===== src/rtl/lnkmon_pkg.sv =====
package lnkmon_pkg;

  typedef struct packed {
    logic armed;
    logic want_hi;
    logic met;
    logic fail;
  } win_t;

  function automatic logic level_met(input logic want_hi, input int unsigned code,
                                     input int unsigned hi, input int unsigned lo);
    return want_hi ? (code >= hi) : (code <= lo);
  endfunction

endpackage


===== src/rtl/lnkmon_slot.sv =====
module lnkmon_slot #(
  parameter int unsigned N = 38
) (
  input  logic clk,
  input  logic rst_n,
  output logic slot,
  output logic last
);
  localparam int unsigned CW = (N > 1) ? $clog2(N) : 1;

  logic [CW-1:0] cnt_q, cnt_d;

  assign slot = (cnt_q == '0);
  assign last = (cnt_q == CW'(N - 1));

  always_comb begin
    cnt_d = last ? '0 : cnt_q + 1'b1;
  end

  always_ff @(posedge clk or negedge rst_n) begin
    if (!rst_n) cnt_q <= '0;
    else        cnt_q <= cnt_d;
  end

  // slot edges are never adjacent (N >= 2)
  assert_slot_spacing_R2: assert property (@(posedge clk) disable iff (!rst_n)
    slot |=> !slot);

endmodule


===== src/rtl/lnkmon_legal.sv =====
module lnkmon_legal (
  input  logic clk,
  input  logic rst_n,
  input  logic stim,
  input  logic slot,
  output logic chg_ok,
  output logic legal
);
  logic stim_q, legal_q, legal_d, chg;

  assign chg    = stim ^ stim_q;
  assign chg_ok = chg & slot;
  assign legal  = legal_q;

  always_comb begin
    legal_d = legal_q;
    if (chg && !slot) legal_d = 1'b0;
  end

  always_ff @(posedge clk or negedge rst_n) begin
    if (!rst_n) begin
      stim_q  <= 1'b0;
      legal_q <= 1'b1;
    end else begin
      stim_q  <= stim;
      legal_q <= legal_d;
    end
  end

  assert_bad_toggle_R3: assert property (@(posedge clk) disable iff (!rst_n)
    (chg && !slot) |=> !legal_q);

  assert_legal_sticky_R4: assert property (@(posedge clk) disable iff (!rst_n)
    !legal_q |=> !legal_q);

endmodule


===== src/rtl/lnkmon_deadline.sv =====
module lnkmon_deadline
  import lnkmon_pkg::*;
#(
  parameter int unsigned CODE_W  = 6,
  parameter int unsigned HI_CODE = 51,
  parameter int unsigned LO_CODE = 12
) (
  input  logic              clk,
  input  logic              rst_n,
  input  logic              chg_ok,
  input  logic              tgt,
  input  logic              last,
  input  logic [CODE_W-1:0] code,
  output logic              fail
);
  win_t st_q, st_d;
  logic hit;

  assign hit  = level_met(st_q.want_hi, 32'(code), HI_CODE, LO_CODE);
  assign fail = st_q.fail;

  always_comb begin
    st_d = st_q;
    if (chg_ok) begin
      st_d.armed   = 1'b1;
      st_d.want_hi = tgt;
      st_d.met     = 1'b0;
    end else begin
      if (hit) st_d.met = 1'b1;
      if (last && st_q.armed && !(st_q.met || hit)) st_d.fail = 1'b1;
    end
  end

  always_ff @(posedge clk or negedge rst_n) begin
    if (!rst_n) st_q <= '0;
    else        st_q <= st_d;
  end

  assert_fail_sticky_R9: assert property (@(posedge clk) disable iff (!rst_n)
    st_q.fail |=> st_q.fail);

  assert_unarmed_quiet_R10: assert property (@(posedge clk) disable iff (!rst_n)
    !st_q.armed |-> !st_q.fail);

endmodule


===== src/rtl/lnkmon.sv =====
module lnkmon #(
  parameter int unsigned N       = 38,
  parameter int unsigned CODE_W  = 6,
  parameter int unsigned HI_CODE = 51,
  parameter int unsigned LO_CODE = 12
) (
  input  logic              clk,
  input  logic              rst_n,
  input  logic              stim_i,
  input  logic [CODE_W-1:0] code_i,
  output logic              legal_o,
  output logic              fail_o
);
  logic rs1_q, rs2_q;
  logic slot, last, chg_ok, legal, fail;

  always_ff @(posedge clk or negedge rst_n) begin
    if (!rst_n) begin
      rs1_q <= 1'b0;
      rs2_q <= 1'b0;
    end else begin
      rs1_q <= 1'b1;
      rs2_q <= rs1_q;
    end
  end

  lnkmon_slot #(.N(N)) u_slot (
    .clk(clk), .rst_n(rs2_q), .slot(slot), .last(last)
  );

  lnkmon_legal u_legal (
    .clk(clk), .rst_n(rs2_q), .stim(stim_i), .slot(slot),
    .chg_ok(chg_ok), .legal(legal)
  );

  lnkmon_deadline #(.CODE_W(CODE_W), .HI_CODE(HI_CODE), .LO_CODE(LO_CODE)) u_dl (
    .clk(clk), .rst_n(rs2_q), .chg_ok(chg_ok), .tgt(stim_i), .last(last),
    .code(code_i), .fail(fail)
  );

  assign legal_o = legal;
  assign fail_o  = fail & legal;

  assert_fail_hold_R9: assert property (@(posedge clk) disable iff (!rs2_q)
    fail_o |=> (fail_o || !legal_o));

endmodule


===== config.mk =====
export PLATFORM = sky130hd
export DESIGN_NAME = lnkmon
export DESIGN_NICKNAME = d
export VERILOG_FILES = /design/src/rtl/lnkmon_pkg.sv /design/src/rtl/lnkmon_slot.sv /design/src/rtl/lnkmon_legal.sv /design/src/rtl/lnkmon_deadline.sv /design/src/rtl/lnkmon.sv
export SDC_FILE = /design/constraint.sdc
export NUM_CORES = 1
export LEC_CHECK = 0
export ABC_AREA = 1
export BUFFER_PORTS_ARGS = -buffer_cell sky130_fd_sc_hd__buf_2
export CORE_AREA = 4 4 43 45
export DETAILED_ROUTE_END_ITERATION = 16
export DIE_AREA = 0 0 47 49
export GPL_ROUTABILITY_DRIVEN = 0
export PLACE_DENSITY = 0.7
export SYNTH_ARGS = -nofsm -noshare
export SYNTH_HDL_FRONTEND = slang
export SYNTH_HIERARCHICAL = 1
export SYNTH_SLANG_ARGS = --single-unit
export TNS_END_PERCENT = 30

===== constraint.sdc =====
create_clock -name clk -period 0.8 [get_ports clk]
set_input_delay 0.12 -clock clk [delete_from_list [all_inputs] [get_ports clk]]
set_output_delay 0.12 -clock clk [all_outputs]
set_load 0.01 [all_outputs]

==> metrics.md, run 1 <==
| Metric | Value |
|---|---|
| Reg area | `around 350 um2` |
| Most frequent cells in the layout | `nand2_1, buf_4, inv_1` |
| Synth-to-Final Area Change | `39.2%` |
| Congestion Overflow GR | `0` |
| Area occupied by multi-input gates | `approximately 330 um2` |
| Tmin final | `1.39 ns` |
| Worst VDD drop | `between 0.8 and 0.9 mV` |
| Worst Path Max Fanout | `4` |
| Clock transition at path regs | `0.08 ns` |
| Leakage | `0.590 nW` |
| Number of remaining DRC errors | `0` |
| Worst-Skew Late Latency | `~0.27 ns` |
| Worst EP arrival | `between 1.5 and 2 ns` |
| Drt pass-1 iters | `5` |
| Total of max-cap violations | `0` |
| Fin area | `between 1000 and 1500 um2` |
| Sw frac | `a little over a fifth` |
| Routed length on met3 | `approximately 63 um` |
| XOR/XNOR share of the synthesized area | `under 10%` |
| Post-synth cell types | `19` |
| Setup-failing EPs final | `13` |
| Ports | `11` |
| Final hold vios | `0` |
| Setup crit end kind | `register` |
| Clock share of power | `between 30% and 40%` |
| Cell Area, Synth | `approximately 740 um2` |
| Largest family of logic cells by synthesized area | `simple AND/OR/NAND/NOR gates` |
| Number of global-route vias before repair | `roughly 670` |
| DP Area | `around 940 um2` |
| R2r setup slk | `-0.59 ns` |
| Crit path cell chain | `inv_2 > ha_1 > nand2_1 > nor3_2 > inv_1 > nor2_2 > inv_2 > nand2_2 > nor2_1 > nand4_1 > nand2_1` |
| YS warnings | `6` |
| Iteration-0 DRC Markers | `6` |
| Post-Synth Adder-Cell Area | `between 5 and 6%` |
| Complex-gate fraction of the synthesized area | `1.35%` |
| FF+latch count, synth | `14` |
| Switch Pwr | `0.000299 W` |
| Die area | `roughly 2300 um2` |
| Hold path cells | `2` |
| Via count | `about 660` |
| Post-layout util | `between 70% and 80%` |
| Vias per Instance | `roughly 4.5` |
| Final Cycle Share | `174%` |
| Status | `complete, but fails checks` |
| Syn_nets | `108` |
| Critical Path Source Type | `register` |
| DR top layer | `met3` |
| RSZ-0062 raised after global routing | `true` |
| Final worst slack | `-0.595 ns` |
| FP Rows | `14` |
| Fin cells | `~150` |
| Max Buffers Root-to-Sink | `2` |
| Die height | `49 um` |
| Initial Util | `50.5%` |
| Post-synthesis simple-gate area fraction | `approximately 32%` |
| CP Class | `reg -> reg` |
| Fmax | `slightly above 700 MHz` |
| Min-Delay Path Class | `in -> reg` |
| Post-route ant nets | `0` |
| NumNets Final | `143` |
| Post-synthesis mux area share | `0%` |
| Wire length on met1 | `slightly below 600 um` |
| Met2 Routed Length | `approximately 800 um` |
| TritonCTS Buffers | `3` |
| Combinational share of power | `about 10%` |
| PortBufs | `10` |
| Mapped Cells | `96` |
| Initial antenna violation count | `0` |
| R2r endpoint | `u_dl/fail` |
| Die Wd | `47 um` |
| DP HPWL | `between 1 and 1.5 mm` |
| Area contributors post-synth | `dfrtp_1, nand2_1, inv_1` |
| Crit path launch | `u_slot/cnt_q[0]` |
| Most common cell after layout, fill and taps aside | `nand2_1` |
| Tot GR Track Use | `between 10% and 20%` |
| Yosys top cell area share | `43.8%` |
| Req. time, crit path | `just under 1 ns` |
| Final WL | `between 1 and 1.5 mm` |
| Core ar. | `approximately 1500 um2` |
| Mean Syn Cell Area | `between 7 and 8 um2` |
| Diode count | `0` |
| Peak per-stage delay on the critical path | `0.39 ns` |
| TritonCTS clock tree | `built` |
| Sequential Power Share | `between 50% and 60%` |
| Placed cell count | `roughly 140` |
| CTS sink cnt | `14` |
| Fin Clk Skew | `about 0.00025 ns` |
| R2r startpoint | `u_slot/cnt_q[0]` |
| Reg2Reg Depth | `11` |
| Largest net degree at the start of global routing | `13` |
| DP Worst Slack | `-0.587 ns` |
| Share of layout cells above drive strength 1 | `between 40% and 50%` |
| Fillers | `121` |
| Post-synth top area cell | `dfrtp_1` |
| Sequential fraction of the synthesis area | `47.3%` |
| Power density over cell area | `between 1000 and 1500 nW/um2` |
| Failing checks | `setup timing` |
| Worst Setup EP | `u_dl/fail` |
| Slowest cell on crit path | `dfrtp_1` |
| Wirelength per Cell | `roughly 10 um` |
| Clock root cell | `clkbuf_4` |
| First-pass GRT wire length | `approximately 2.6 mm` |
| Slew Limit Fails | `0` |
| CTS H-tree depth | `1` |
| Pint | `between 0.001 and 0.0015 W` |
logic make-up (layout without fill, tap and decap cells):
group	Yosys count	in the layout
AO/OA/AOI/OAI	2	2
buffers and inverters	22	56
flip-flops	14	14
AND/OR/NAND/NOR	52	52
adder cells (fa/ha/maj)	3	3
XOR/XNOR	2	2
other	1	1
how the worst min path moves through the flow:
stage                 from             end  slack (ns)
finish              stim_i  u_legal/stim_q        0.08
global route        stim_i  u_legal/stim_q        0.08
CTS                 stim_i  u_legal/stim_q        0.07
detailed placement   rst_n           rs2_q       -0.09
global placement     rst_n           rs2_q       -0.09
floorplan            rst_n           rs1_q       -0.18
synth_stat cells:
master / instances
nand2_2: 2
xor2_1: 2
conb_1: 1
dfstp_2: 1
a21oi_1: 1
nand3_1: 3
inv_2: 4
dfrtp_1: 13
nor2_4: 1
nor2_2: 4
nor3_1: 1
inv_1: 18
nor2_1: 10
nand2_1: 27
o21ai_0: 1
nand3_2: 1
ha_1: 3
nand4_1: 2
nor3_2: 1
through the flow:
step / TNS (ns) / hold slack, ns / power (W)
final: -5.20 / 0.0802 / 0.00137
after global placement: -4.51 / -0.0942 / 0.000888
after detailed placement: -4.81 / -0.0919 / 0.000899
after global routing: -6.28 / 0.0812 / 0.00145
after CTS: -5.40 / 0.0730 / 0.00140
after floorplan: -3.34 / -0.176 / 0.000832
power groups by stage:
| stage | Clock (W) | Sequential (W) | Combinational [W] |
|---|---|---|---|
| finish | 0.000486 | 0.000750 | 0.000139 |
| global route | 0.000537 | 0.000753 | 0.000162 |
| CTS | 0.000511 | 0.000751 | 0.000140 |
| detailed placement | 0 | 0.000765 | 0.000134 |
| global placement | 0 | 0.000764 | 0.000124 |
| floorplan | 0 | 0.000771 | 0.0000614 |
cell type report:
type | instances | share of cell area, %
Clock buffer | 4 | 3.51
Inverter | 22 | 7.98
Multi-Input combinational cell | 60 | 31.8
Sequential cell | 14 | 34.0
Tap cell | 16 | 1.93
Timing Repair Buffer | 30 | 20.8
metal layers:
| metal | GRT usage, % | vias up |
|---|---|---|
| met5 | 0 | - |
| li1 | - | 349 |
| met4 | 2.76 | 0 |
| met1 | 16.4 | 303 |
| met2 | 28.3 | 11 |
| met3 | 6.64 | 0 |
what timing repair did:
item	CTS	global route
gates resized for setup	5	4
endpoints found under the hold margin	2	0
hold buffers	1	0
pin swaps	4	3
cloned	0	0
buffers inserted	2	0
endpoints found under the setup margin	13	13
worst max-delay path, delay by kind of cell, from the launching register on:
kind          cells  cell delay [ns]
fa+ha+maj         1             0.13
buf+inv           3             0.22
flops             1             0.39
simple gates      7             0.55
flip-flops by register name (all words and copies together) (netlist names):
| register | cells |
|---|---|
| rs1_q | 1 |
| u_dl/fail | 1 |
| u_legal/legal | 1 |
| u_slot/cnt_q | 6 |
| u_legal/stim_q | 1 |
| rs2_q | 1 |
| u_dl/st_q | 3 |
(Power assumes the default switching activity.)
==> inputs of run 2 (changes only) <==
--- a/config.mk
+++ b/config.mk
@@ -16,4 +16,4 @@
 export SYNTH_HDL_FRONTEND = slang
 export SYNTH_HIERARCHICAL = 1
 export SYNTH_SLANG_ARGS = --single-unit
-export TNS_END_PERCENT = 30
+export TNS_END_PERCENT = 20
==> run 2 against run 1 <==
  * The flow still finishes with violations (setup timing)
  * Worst setup slack improved by 0.037 ns
  * Global-route usage decreased by 1.2 points
  * Clock skew increased by 0.011 ns
  * Maximum frequency increased by 2.7%
  * Largest cell class is now multi-input combinational cells
==> metrics.md, run 2 (synthesized netlist as in run 1, its figures left out) <==
| Metric | Value |
|---|---|
| Status | `complete, but fails checks` |
| Min-Delay Path Class | `in -> reg` |
| First-pass GRT wire length | `~2.4 mm` |
| Worst-Skew Late Latency | `approximately 0.28 ns` |
| Failing checks | `setup timing` |
| TritonCTS Buffers | `3` |
| Hold endpoint | `u_legal/stim_q` |
| Sequential Power Share | `~54%` |
| R2r startpoint | `u_slot/cnt_q[0]` |
| DP Worst Slack | `-0.609 ns` |
| Diode count | `0` |
| Die area | `between 2000 and 2500 um2` |
| RSZ-0062 raised after global routing | `true` |
| Final Cycle Share | `170%` |
| Sw frac | `21.8%` |
| Combinational share of power | `roughly 10%` |
| Fmax | `approximately 740 MHz` |
| Final worst slack | `-0.557 ns` |
| Max Buffers Root-to-Sink | `2` |
| Power density over cell area | `approximately 1300 nW/um2` |
| CTS sink cnt | `14` |
| Most frequent cells in the layout | `nand2_1, buf_4, inv_1` |
| FP Rows | `14` |
| Req. time, crit path | `~1 ns` |
| Vias per Instance | `4.67` |
| Final hold vios | `0` |
| Clock share of power | `35.6%` |
| Post-layout util | `74.8%` |
| Reg2Reg Depth | `11` |
| Via count | `slightly below 700` |
| Tmin final | `approximately 1.4 ns` |
| Reg area | `around 350 um2` |
| Hold Path Origin | `stim_i` |
| Fillers | `between 100 and 150` |
| Initial antenna violation count | `0` |
| Clock root cell | `clkbuf_4` |
| Critical Path Source Type | `register` |
| Largest net degree at the start of global routing | `13` |
| Initial Util | `50.5%` |
| R2r setup slk | `-0.56 ns` |
| Switch Pwr | `0.000301 W` |
| PortBufs | `10` |
| TritonCTS clock tree | `built` |
| Top Registers | `u_slot/cnt_q: 6 flops, u_dl/st_q: 3 flops` |
| Most common cell after layout, fill and taps aside | `nand2_1` |
| Worst EP arrival | `1.54 ns` |
| Die height | `approximately 49 um` |
| Wirelength per Cell | `10.4 um` |
| Number of global-route vias before repair | `about 620` |
| Core ar. | `approximately 1500 um2` |
| Tot GR Track Use | `between 10 and 15%` |
| Clock transition at path regs | `roughly 0.08 ns` |
| Area occupied by multi-input gates | `~370 um2` |
| R2r endpoint | `u_dl/fail` |
| Pint | `0.00108 W` |
| Drt pass-1 iters | `4` |
| Share of layout cells above drive strength 1 | `~45%` |
| Setup crit end kind | `register` |
| Worst VDD drop | `between 1 and 1.5 mV` |
| Ports | `11` |
| Leakage | `0.601 nW` |
| Iteration-0 DRC Markers | `8` |
| Hold path cells | `2` |
| Total of max-cap violations | `0` |
| Congestion Overflow GR | `0` |
| Crit path launch | `u_slot/cnt_q[0]` |
| CP Class | `reg -> reg` |
| CTS H-tree depth | `1` |
| Die Wd | `about 47 um` |
| Setup-failing EPs final | `13` |
| Slew Limit Fails | `0` |
| DP HPWL | `1.16 mm` |
| NumNets Final | `around 140` |
| Synth-to-Final Area Change | `48.1%` |
| Biggest register | `u_slot/cnt_q` |
| Worst Path Max Fanout | `4` |
| Max FFs per register | `6` |
| Post-route ant nets | `0` |
| Fin Clk Skew | `0.0114 ns` |
| Number of remaining DRC errors | `0` |
| Final WL | `around 1.5 mm` |
==> run 2: power by group through the flow <==
stage	Combinational, W	Clock, W	Sequential (W)
floorplan	0.0000604	0	0.000770
global placement	0.000127	0	0.000763
detailed placement	0.000132	0	0.000764
CTS	0.000139	0.000512	0.000751
global route	0.000157	0.000548	0.000756
finish	0.000139	0.000491	0.000752
==> run 2: final cells by class <==
class,count,share of cell area (%)
clock buffer,4,3.30
sequential,14,31.9
multi-input combinational,60,33.7
tap,16,1.82
timing repair buffer,31,21.7
inverter,22,7.50
==> run 2: stage by stage <==
| step | hold WS, ns | power, W | TNS (ns) | std cells | cell area (um2) |
|---|---|---|---|---|---|
| 2_1_floorplan | -0.176 | 0.000830 | -3.35 | 96 | 743 |
| 3_3_place_gp | -0.0948 | 0.000890 | -4.53 | 139 | 953 |
| 3_5_place_dp | -0.0921 | 0.000897 | -4.81 | 139 | 953 |
| 4_1_cts | 0.0698 | 0.00140 | -5.31 | 146 | 1040 |
| 5_1_grt | 0.0675 | 0.00146 | -6.12 | 147 | 1100 |
| 6_report | 0.0758 | 0.00138 | -5.10 | 147 | 1100 |
==> run 2: repair_timing <==
| action | in CTS | in global routing |
|---|---|---|
| pin swaps | 1 | 2 |
| hold buffers | 1 | 0 |
| endpoints found under the hold margin | 2 | 0 |
| setup endpoints to repair | 13 | 13 |
| buffers inserted | 2 | 1 |
| cloned | 0 | 0 |
| resized for setup | 7 | 11 |
==> run 2: critical path, stage by stage (launching register included) <==
cell,delay [ns]
dfrtp_1,0.41
inv_2,0.09
ha_4,0.13
nand2_2,0.05
nor3_2,0.12
inv_2,0.07
nor2_4,0.09
inv_2,0.07
nand2_2,0.07
nor2_1,0.04
nand4_1,0.08
nand2_1,0.05
==> run 2: metal layers <==
layer	up-vias	GRT usage, %	wire (um)
li1	349	-	-
met2	13	24.2	835
met3	2	5.54	44
met4	0	2.76	8
met1	322	17.4	641
met5	-	0	0
==> run 2: how the worst max path moves through the flow <==
stage | end | slack (ns) | cells past startpoint
finish | u_dl/fail | -0.56 | 11
CTS | u_dl/fail | -0.56 | 11
global placement | u_dl/fail | -0.56 | 11
floorplan | u_dl/fail | -0.56 | 11
global route | u_dl/fail | -0.68 | 11
detailed placement | u_dl/fail | -0.61 | 11
